**src/rtl/uic_pkg.sv**
```systemverilog
package uic_pkg;
  localparam int STAT_W = 13;
  localparam int CMD_W  = 9;
  localparam int N_ERR  = 3;
  localparam int N_CMD  = 7;

  localparam int B_RXRDY  = 0;
  localparam int B_TXRDY  = 1;
  localparam int B_RXEND  = 3;
  localparam int B_TXEND  = 4;
  localparam int B_ERR0   = 5;   // overrun, framing, parity follow in order
  localparam int B_TXEMPT = 9;
  localparam int B_TXBUFE = 11;
  localparam int B_RXBUFF = 12;

  localparam logic [STAT_W-1:0] STAT_VALID = 13'h1AFB;

  // command word bit positions
  localparam int C_RSTRX = 2;
  localparam int C_RSTTX = 3;
  localparam int C_RXON  = 4;
  localparam int C_RXOFF = 5;
  localparam int C_TXON  = 6;
  localparam int C_TXOFF = 7;
  localparam int C_CLRER = 8;

  // pulse vector indices
  typedef enum int {
    P_RSTRX = 0, P_RSTTX = 1, P_RXON = 2, P_RXOFF = 3,
    P_TXON  = 4, P_TXOFF = 5, P_CLRER = 6
  } pulse_idx_e;

  typedef enum logic [2:0] {
    A_CMD  = 3'd0,
    A_MSET = 3'd1,
    A_MCLR = 3'd2,
    A_MASK = 3'd3,
    A_STAT = 3'd4
  } reg_addr_e;
endpackage

```
**src/rtl/uic_cmd_decode.sv**
```systemverilog
module uic_cmd_decode
  import uic_pkg::*;
(
  input  logic             clk,
  input  logic             rst,
  input  logic             cmd_we,
  input  logic [CMD_W-1:0] cmd_wd,
  output logic [N_CMD-1:0] pulse_o
);
  logic [N_CMD-1:0] next_pulse;
  logic unused_cmd_lo;
  assign unused_cmd_lo = ^cmd_wd[1:0];

  always_comb begin
    next_pulse = '0;
    if (cmd_we) begin
      next_pulse[P_RSTRX] = cmd_wd[C_RSTRX];
      next_pulse[P_RSTTX] = cmd_wd[C_RSTTX];
      next_pulse[P_RXOFF] = cmd_wd[C_RXOFF];
      next_pulse[P_TXOFF] = cmd_wd[C_TXOFF];
      next_pulse[P_RXON]  = cmd_wd[C_RXON] & ~cmd_wd[C_RXOFF];
      next_pulse[P_TXON]  = cmd_wd[C_TXON] & ~cmd_wd[C_TXOFF];
      next_pulse[P_CLRER] = cmd_wd[C_CLRER];
    end
  end

  always_ff @(posedge clk) begin
    if (rst) pulse_o <= '0;
    else     pulse_o <= next_pulse;
  end

  p_dis_wins_r8: assert property (@(posedge clk) disable iff (rst)
    !(pulse_o[P_RXON] && pulse_o[P_RXOFF]) && !(pulse_o[P_TXON] && pulse_o[P_TXOFF]));
  p_no_write_no_pulse_r7: assert property (@(posedge clk) disable iff (rst)
    !cmd_we |=> (pulse_o == '0));
endmodule

```
**src/rtl/uic_mask_reg.sv**
```systemverilog
module uic_mask_reg
  import uic_pkg::*;
(
  input  logic              clk,
  input  logic              rst,
  input  logic              set_we,
  input  logic              clr_we,
  input  logic [STAT_W-1:0] wd,
  output logic [STAT_W-1:0] mask_o
);
  logic [STAT_W-1:0] wd_valid;
  assign wd_valid = wd & STAT_VALID;

  always_ff @(posedge clk) begin
    if (rst)         mask_o <= '0;
    else if (set_we) mask_o <= mask_o | wd_valid;
    else if (clr_we) mask_o <= mask_o & ~wd_valid;
  end

  p_set_r2: assert property (@(posedge clk) disable iff (rst)
    set_we |=> ((mask_o & $past(wd_valid)) == $past(wd_valid)));
  p_clr_r3: assert property (@(posedge clk) disable iff (rst)
    (clr_we && !set_we) |=> ((mask_o & $past(wd_valid)) == '0));
  p_hold_r4: assert property (@(posedge clk) disable iff (rst)
    (!set_we && !clr_we) |=> $stable(mask_o));
endmodule

```
**src/rtl/uic_status.sv**
```systemverilog
module uic_status
  import uic_pkg::*;
(
  input  logic              clk,
  input  logic              rst,
  input  logic              rx_rdy,
  input  logic              tx_rdy,
  input  logic              tx_empty,
  input  logic              rx_end,
  input  logic              tx_end,
  input  logic              tx_bufe,
  input  logic              rx_buff,
  input  logic [N_ERR-1:0]  err_evt,
  input  logic              err_clr,
  output logic [STAT_W-1:0] status_o
);
  logic [N_ERR-1:0] err_q;

  for (genvar i = 0; i < N_ERR; i++) begin : g_err
    always_ff @(posedge clk) begin
      if (rst)             err_q[i] <= 1'b0;
      else if (err_evt[i]) err_q[i] <= 1'b1;
      else if (err_clr)    err_q[i] <= 1'b0;
    end

    p_sticky_r5: assert property (@(posedge clk) disable iff (rst)
      (err_q[i] && !err_clr) |=> err_q[i]);
    p_evt_wins_r6: assert property (@(posedge clk) disable iff (rst)
      err_evt[i] |=> err_q[i]);
  end

  always_comb begin
    status_o = '0;
    status_o[B_RXRDY]  = rx_rdy;
    status_o[B_TXRDY]  = tx_rdy;
    status_o[B_RXEND]  = rx_end;
    status_o[B_TXEND]  = tx_end;
    status_o[B_TXEMPT] = tx_empty;
    status_o[B_TXBUFE] = tx_bufe;
    status_o[B_RXBUFF] = rx_buff;
    status_o[B_ERR0 +: N_ERR] = err_q;
  end
endmodule

```
**src/rtl/uart_irq_ctl.sv**
```systemverilog
module uart_irq_ctl
  import uic_pkg::*;
#(
  parameter int DATA_W = 32,
  parameter int ADDR_W = 3
) (
  input  logic              clk,
  input  logic              rst,
  input  logic              bus_wr_i,
  input  logic              bus_rd_i,
  input  logic [ADDR_W-1:0] bus_addr_i,
  input  logic [DATA_W-1:0] bus_wdata_i,
  output logic [DATA_W-1:0] bus_rdata_o,
  input  logic              rx_rdy_i,
  input  logic              tx_rdy_i,
  input  logic              tx_empty_i,
  input  logic              rx_end_i,
  input  logic              tx_end_i,
  input  logic              tx_bufe_i,
  input  logic              rx_buff_i,
  input  logic              ovr_evt_i,
  input  logic              frm_evt_i,
  input  logic              par_evt_i,
  output logic              rx_reset_o,
  output logic              tx_reset_o,
  output logic              rx_enable_o,
  output logic              rx_disable_o,
  output logic              tx_enable_o,
  output logic              tx_disable_o,
  output logic              err_clear_o,
  output logic              irq_o
);
  localparam int PAD_W = DATA_W - STAT_W;

  logic              we_cmd, we_set, we_clr;
  logic [STAT_W-1:0] mask_q, status_w;
  logic [N_CMD-1:0]  pulses;
  logic              unused_hi;

  assign unused_hi = ^bus_wdata_i[DATA_W-1:STAT_W];

  assign we_cmd = bus_wr_i && (bus_addr_i == ADDR_W'(A_CMD));
  assign we_set = bus_wr_i && (bus_addr_i == ADDR_W'(A_MSET));
  assign we_clr = bus_wr_i && (bus_addr_i == ADDR_W'(A_MCLR));

  uic_cmd_decode u_cmd (
    .clk     (clk),
    .rst     (rst),
    .cmd_we  (we_cmd),
    .cmd_wd  (bus_wdata_i[CMD_W-1:0]),
    .pulse_o (pulses)
  );

  uic_mask_reg u_mask (
    .clk    (clk),
    .rst    (rst),
    .set_we (we_set),
    .clr_we (we_clr),
    .wd     (bus_wdata_i[STAT_W-1:0]),
    .mask_o (mask_q)
  );

  uic_status u_stat (
    .clk      (clk),
    .rst      (rst),
    .rx_rdy   (rx_rdy_i),
    .tx_rdy   (tx_rdy_i),
    .tx_empty (tx_empty_i),
    .rx_end   (rx_end_i),
    .tx_end   (tx_end_i),
    .tx_bufe  (tx_bufe_i),
    .rx_buff  (rx_buff_i),
    .err_evt  ({par_evt_i, frm_evt_i, ovr_evt_i}),
    .err_clr  (we_cmd && bus_wdata_i[C_CLRER]),
    .status_o (status_w)
  );

  assign rx_reset_o   = pulses[P_RSTRX];
  assign tx_reset_o   = pulses[P_RSTTX];
  assign rx_enable_o  = pulses[P_RXON];
  assign rx_disable_o = pulses[P_RXOFF];
  assign tx_enable_o  = pulses[P_TXON];
  assign tx_disable_o = pulses[P_TXOFF];
  assign err_clear_o  = pulses[P_CLRER];

  always_ff @(posedge clk) begin
    if (rst) begin
      irq_o       <= 1'b0;
      bus_rdata_o <= '0;
    end else begin
      irq_o <= |(status_w & mask_q);
      if (bus_rd_i) begin
        case (bus_addr_i)
          ADDR_W'(A_MASK): bus_rdata_o <= {{PAD_W{1'b0}}, mask_q};
          ADDR_W'(A_STAT): bus_rdata_o <= {{PAD_W{1'b0}}, status_w};
          default:         bus_rdata_o <= '0;
        endcase
      end
    end
  end

  p_irq_quiet_r9: assert property (@(posedge clk) disable iff (rst)
    (mask_q == '0) |=> !irq_o);
  p_wo_read_zero_r10: assert property (@(posedge clk) disable iff (rst)
    (bus_rd_i && bus_addr_i <= ADDR_W'(A_MCLR)) |=> (bus_rdata_o == '0));
endmodule

```
**config.mk**
```make
export PLATFORM = sky130hd
export DESIGN_NAME = uart_irq_ctl
export DESIGN_NICKNAME = d
export VERILOG_FILES = /design/src/rtl/uic_pkg.sv /design/src/rtl/uic_cmd_decode.sv /design/src/rtl/uic_mask_reg.sv /design/src/rtl/uic_status.sv /design/src/rtl/uart_irq_ctl.sv
export SDC_FILE = /design/constraint.sdc
export NUM_CORES = 1
export LEC_CHECK = 0
export BUFFER_PORTS_ARGS = -buffer_cell sky130_fd_sc_hd__buf_2
export CORE_MARGIN = 3
export CORE_UTILIZATION = 47
export CTS_BUF_LIST = sky130_fd_sc_hd__clkbuf_4 sky130_fd_sc_hd__clkbuf_8
export DETAILED_ROUTE_END_ITERATION = 8
export PLACE_DENSITY = 0.95
export SLEW_MARGIN = 20
export SYNTH_ARGS = -nofsm -noshare
export SYNTH_HDL_FRONTEND = slang
export SYNTH_SLANG_ARGS = --single-unit
export TNS_END_PERCENT = 50
```
**constraint.sdc**
```tcl
create_clock -name clk -period 2.1 [get_ports clk]
set_input_delay 0.105 -clock clk [delete_from_list [all_inputs] [get_ports clk]]
set_output_delay 0.105 -clock clk [all_outputs]
set_load 0.02 [all_outputs]
```
; ---- After elaboration in Yosys (flattened, before gate mapping)
; Cells that the tools add are included.
[totals]
ff_bits = 56
latch_bits = 0
ramBits = 0
mem_bits_ro = 0
inputBits = 49
wordCells = 38
memories = 0
[classes]
n_addsub = 0
n_mul = 0
div_mod_pow = 0
magnitude_cmp = 0
eq_ne = 4
n_shift = 0
n_mux = 7
bitwise = 9
reduce_logical = 11
[ops]
columns = op, n
row1 = $and 13x13->13, 2
row2 = $mux 13, 2
row3 = $pmux 13 s2, 1
row4 = $not 13->13, 1
row5 = $or 13x13->13, 1
row6 = $reduce_or 13->1, 1
row7 = $reduce_bool 2->1, 4
row8 = $eq 3x2->1 const B, 2
row9 = $logic_and 1x1->1, 4
row10 = $mux 1, 4
row11 = $eq 3x1->1 const B, 1
row12 = $eq 3x3->1 const B, 1
row13 = $logic_not 3->1, 1
row14 = $not 1->1, 3
row15 = $and 1x1->1, 2
row16 = $reduce_or 2->1, 1

; ---- Longest topological paths before layout
[logic_depth]
ltp_word = 5
depth_mapped = 4
depth_no_buf = 3

; ---- By module
; From an unflattened synthesis, not the netlist that was laid out.
[unflattened]
cells_unflattened = 178
hier_area_um2 = 1710.4
[by_module_without_submodules]
columns = module, instances, cells_each, area_per_inst_um2
row1 = uart_irq_ctl, 1, 94, 845.8
row2 = uic_mask_reg, 1, 47, 465.4
row3 = uic_cmd_decode, 1, 14, 215.2
row4 = uic_status, 1, 23, 183.9

; ---- Worst setup path after synthesis
; OpenSTA, ideal clock, no wires.
[synth_timing]
path_kind = input port to flip-flop
start = input port bus_addr_i[1]
end = register u_cmd.pulse_o[2]
arrival_ns = 0.994
required_time_ns = 2.041
setup_slack_ns = 1.047
stages = 3
n_path_buf = 0
path_cell_list = or3b_4 nor3_1 and3b_2
[synth_between]
elab_chain_cells = 4
[synth_lines]
columns = item, line_no
row1 = start: declaration, uart_irq_ctl.sv:11  ; input logic [ADDR_W-1:0] bus_addr_i,
row2 = $logic_not 3->1, uart_irq_ctl.sv:42  ; assign we_cmd = bus_wr_i && (bus_addr_i == ADDR_W'(A_CMD));
row3 = $logic_and 1x1->1, uart_irq_ctl.sv:42
row4 = $not 1->1 (no source line), -
row5 = $reduce_or 2->1 (no source line), -
row6 = end signal: assignment, uic_cmd_decode.sv:29  ; else pulse_o <= next_pulse;
row7 = end: declaration, uic_cmd_decode.sv:8  ; output logic [N_CMD-1:0] pulse_o
; Every way passes these cells.
; A chain may end at the register's enable or synchronous reset.

; ---- Final worst setup path
[layout_timing]
start = input port rst
end = register u_cmd.pulse_o[2]
[layout_between]
elab_chain_cells = 1
[layout_lines]
columns = item, line_no
row1 = start: declaration, uart_irq_ctl.sv:8  ; input logic rst,
row2 = $reduce_or 2->1 (no source line), -
; Every way passes these cells.

==> PnR_summary.wiki <==
{| class="wikitable"
! Metric !! Value
|-
| Post-CTS resize count || 0
|-
| Routed vias/inst || 5.37
|-
| Crit path launch type || primary input
|-
| Number of standard-cell rows in the floorplan || 19
|-
| I/O pin total || between 80 and 90
|-
| Number of enable-type register cells in the synthesized netlist || 0
|-
| Biggest fanout along the worst timing path || 14
|-
| Via count of the first global-routing pass || ~1100
|-
| Leading register cell type out of synthesis || sky130_fd_sc_hd__dfxtp_1
|-
| CP arrival || 1.33 ns
|-
| Type of the most critical hold path || primary input to flip-flop
|-
| Total power || 1150 uW
|-
| FFs w/ async S/R, synth || 0%
|-
| Setup repair after global routing missed its margin || no
|-
| Num CTS Buffers || 5
|-
| Power density cells || about 680 nW/um^2
|-
| Total of flip-flops plus latches after synthesis || 31
|-
| Most common cell in the synthesized netlist || sky130_fd_sc_hd__dfxtp_1
|-
| Pin count of the biggest net entering global routing || 21
|-
| Fraction of final layout cells sized beyond drive strength 1 || 33.2%
|-
| Accumulated negative setup slack || 0 ns
|-
| Seq/Total Area, Yosys || around 45%
|-
| Detail Placement HPWL || 2.14 mm
|-
| Total of max-cap violations || 0
|-
| Maximum resistive drop on vdd || approximately 0.57 mV
|-
| Wire length of the first global-routing pass || approximately 4.7 mm
|-
| Layout fillers || roughly 240
|-
| Number of buffers inserted by hold repair at cts || 8
|-
| Final instance area || about 1700 um^2
|-
| Non-filler cells in the finished layout || 224
|-
| H-tree levels || 2
|-
| DRT iter0 DRCs || between 70 and 80
|-
| Clk root buf || sky130_fd_sc_hd__clkbuf_4
|-
| Die Area || about 3600 um^2
|-
| Number of instances in the synthesized netlist || ~140
|-
| Cells taking the most area after synthesis || sky130_fd_sc_hd__dfxtp_1 (45%), sky130_fd_sc_hd__buf_4 (12%), sky130_fd_sc_hd__a32o_1 (7.2%)
|-
| Static Leakage || between 0.0007 and 0.0008 uW
|-
| Port bufs || 46
|-
| Met2 WL || 1.41 mm
|-
| Area of combinational cells with multiple inputs || roughly 650 um^2
|-
| Tightest slew margin relative to the limit || a little under three fifths
|-
| Synth area leader || sky130_fd_sc_hd__dfxtp_1
|-
| Setup Buffers After CTS || 0
|-
| FF+latch area || slightly above 600 um^2
|-
| Clock insertion delay at the later pin of the skew report || 0.32 ns
|-
| RD Place Congestion || 0.794
|-
| Total congestion overflow || 0
|-
| Starting utilization of the core area || approximately half
|-
| Net switching share of the total power || 27.8%
|-
| Antenna violations before repair || 0
|-
| Critical path required time || about 2.4 ns
|-
| Most instantiated cells after synthesis || sky130_fd_sc_hd__dfxtp_1 (31), sky130_fd_sc_hd__buf_4 (22), sky130_fd_sc_hd__nor2_1 (12)
|-
| Maximum count of clock buffers along a single path || 2
|-
| ANT cells || 0
|-
| Number of max-slew violations in the final report || 0
|-
| Transition time at the pin with the least slew margin || approximately 0.65 ns
|-
| Comb pwr share || 16.0%
|-
| Uppermost layer routed || met4
|-
| All-layer global routing usage || between 10% and 20%
|-
| Clock tree from TritonCTS || done
|-
| Post-layout nets || about 240
|-
| Nature of the critical path endpoint || flip-flop
|-
| Area share of the largest cell type after synthesis || between 40% and 50%
|-
| Routed wl met3 || around 240 um
|-
| Pre-antenna DRT Iters || 4
|-
| Share of the clock period used by the worst path after layout || between 50% and 60%
|-
| Unique masters post-synth || 24
|-
| Horizontal extent of the die || roughly 60 um
|-
| R2R cell count || 3
|-
| DP Cell Count || between 200 and 250
|-
| Die boundary height || approximately 60 um
|-
| Clock Sinks || 31
|-
| Routed wirelength normalized by instance count || around 13 um
|-
| Proportion of power drawn by the clock network || 29.9%
|-
| Signed area change from the synthesized netlist to the final layout || 22.1%
|-
| Clock transition at path regs || 0.09 ns
|-
| DRC errors left || 0
|-
| Outcome || complete, no violations
|-
| Synth warnings || 0
|-
| WHS Path Cells || 2
|-
| Switch Pwr || around 320 uW
|-
| Met1 routed wirelength after detailed routing || between 1 and 1.5 mm
|-
| Final critical delay including setup and external delays || ~1.1 ns
|-
| Total count of hold-check failures in the final report || 0
|-
| Internal Power || 831 uW
|-
| Routed wire length || 2.95 mm
|-
| Final setup violation count || 0
|-
| Area of the core region || 2780 um^2
|-
| Area of the mapped netlist || ~1400 um^2
|-
| Layout Skew || roughly 0.0043 ns
|-
| Number of vias in the routed layout || 1202
|-
| Classification of the worst setup path || primary input to flip-flop
|-
| Post-synthesis area per instance || between 10 and 15 um^2
|-
| Total cell area at the placement stage || approximately 1500 um^2
|-
| Top achievable clock speed || about 950 MHz
|-
| Residual antenna-violating net count after detailed routing || 0
|-
| Share of power burned in registers || 54.1%
|}
## cell usage in the layout, fill, tap and decap left out, types with 2 or more instances in the layout
| cell type | instances |
|---|---|
| sky130_fd_sc_hd__nand3_1 | 10 |
| sky130_fd_sc_hd__conb_1 | 22 |
| sky130_fd_sc_hd__buf_2 | 46 |
| sky130_fd_sc_hd__a221oi_1 | 2 |
| sky130_fd_sc_hd__a22oi_1 | 11 |
| sky130_fd_sc_hd__clkbuf_4 | 5 |
| sky130_fd_sc_hd__a22o_1 | 5 |
| sky130_fd_sc_hd__inv_1 | 2 |
| sky130_fd_sc_hd__dfxtp_1 | 31 |
| sky130_fd_sc_hd__a32o_1 | 10 |
| sky130_fd_sc_hd__dlygate4sd3_1 | 9 |
| sky130_fd_sc_hd__nor2_1 | 12 |
| sky130_fd_sc_hd__and2_2 | 4 |
| sky130_fd_sc_hd__and3b_2 | 3 |
| sky130_fd_sc_hd__a211oi_1 | 10 |
## area by class of cell
cell class	instances	area share [%]
Inverter	2	0.444
Clock inverter	1	0.296
Timing Repair Buffer	55	19.0
Sequential cell	31	36.7
Multi-Input combinational cell	98	38.2
Tap cell	31	2.30
Clock buffer	6	3.04
## path summary, 6_finish.rpt
check | startpoint | endpoint | slack (ns)
setup reg to reg | flip-flop | irq_o | 1.04
hold reg to reg | bus_rdata_o[11] | bus_rdata_o[11] | 0.48
hold / removal | frm_evt_i | u_stat.status_o[6] | 0.009
setup / recovery | rst | u_cmd.pulse_o[2] | 1.04
## logic make-up after synthesis
logic type	count (synthesis)	synth area share, %
XOR/XNOR	1	1.18
buffers and inverters	30	14.2
other	1	0.271
AO/OA/AOI/OAI	40	24.1
flip-flops	31	44.8
AND/OR/NAND/NOR	35	15.4
## per-layer routing
metal / up-vias / GRT usage (%)
met5: - / 0
met4: 0 / 6.65
met3: 10 / 7.56
met2: 55 / 27.6
met1: 547 / 21.1
li1: 590 / -
## power by group through the flow
stage	clock, uW	sequential (uW)	combinational (uW)
2_1_floorplan	0	650	125
3_3_place_gp	0	636	167
3_5_place_dp	0	636	170
4_1_cts	350	623	181
5_1_grt	373	627	204
6_report	343	623	184
## metrics by stage
| stage | setup WS [ns] | hold slack [ns] | util (%) |
|---|---|---|---|
| 2_1_floorplan | 1.05 | 0.178 | - |
| 3_3_place_gp | 0.672 | 0.319 | 55.5 |
| 3_5_place_dp | 0.700 | 0.328 | 55.5 |
| 4_1_cts | 1.04 | 0.00320 | 60.4 |
| 5_1_grt | 0.862 | 0.0111 | 60.7 |
| 6_report | 1.04 | 0.00906 | 60.7 |
## critical path, stage by stage
cell and delay [ns]:
sky130_fd_sc_hd__buf_2 0.19, sky130_fd_sc_hd__or3b_4 0.43, sky130_fd_sc_hd__nor3_1 0.35, sky130_fd_sc_hd__and3b_2 0.25
Power figures use the tool's default switching activity.
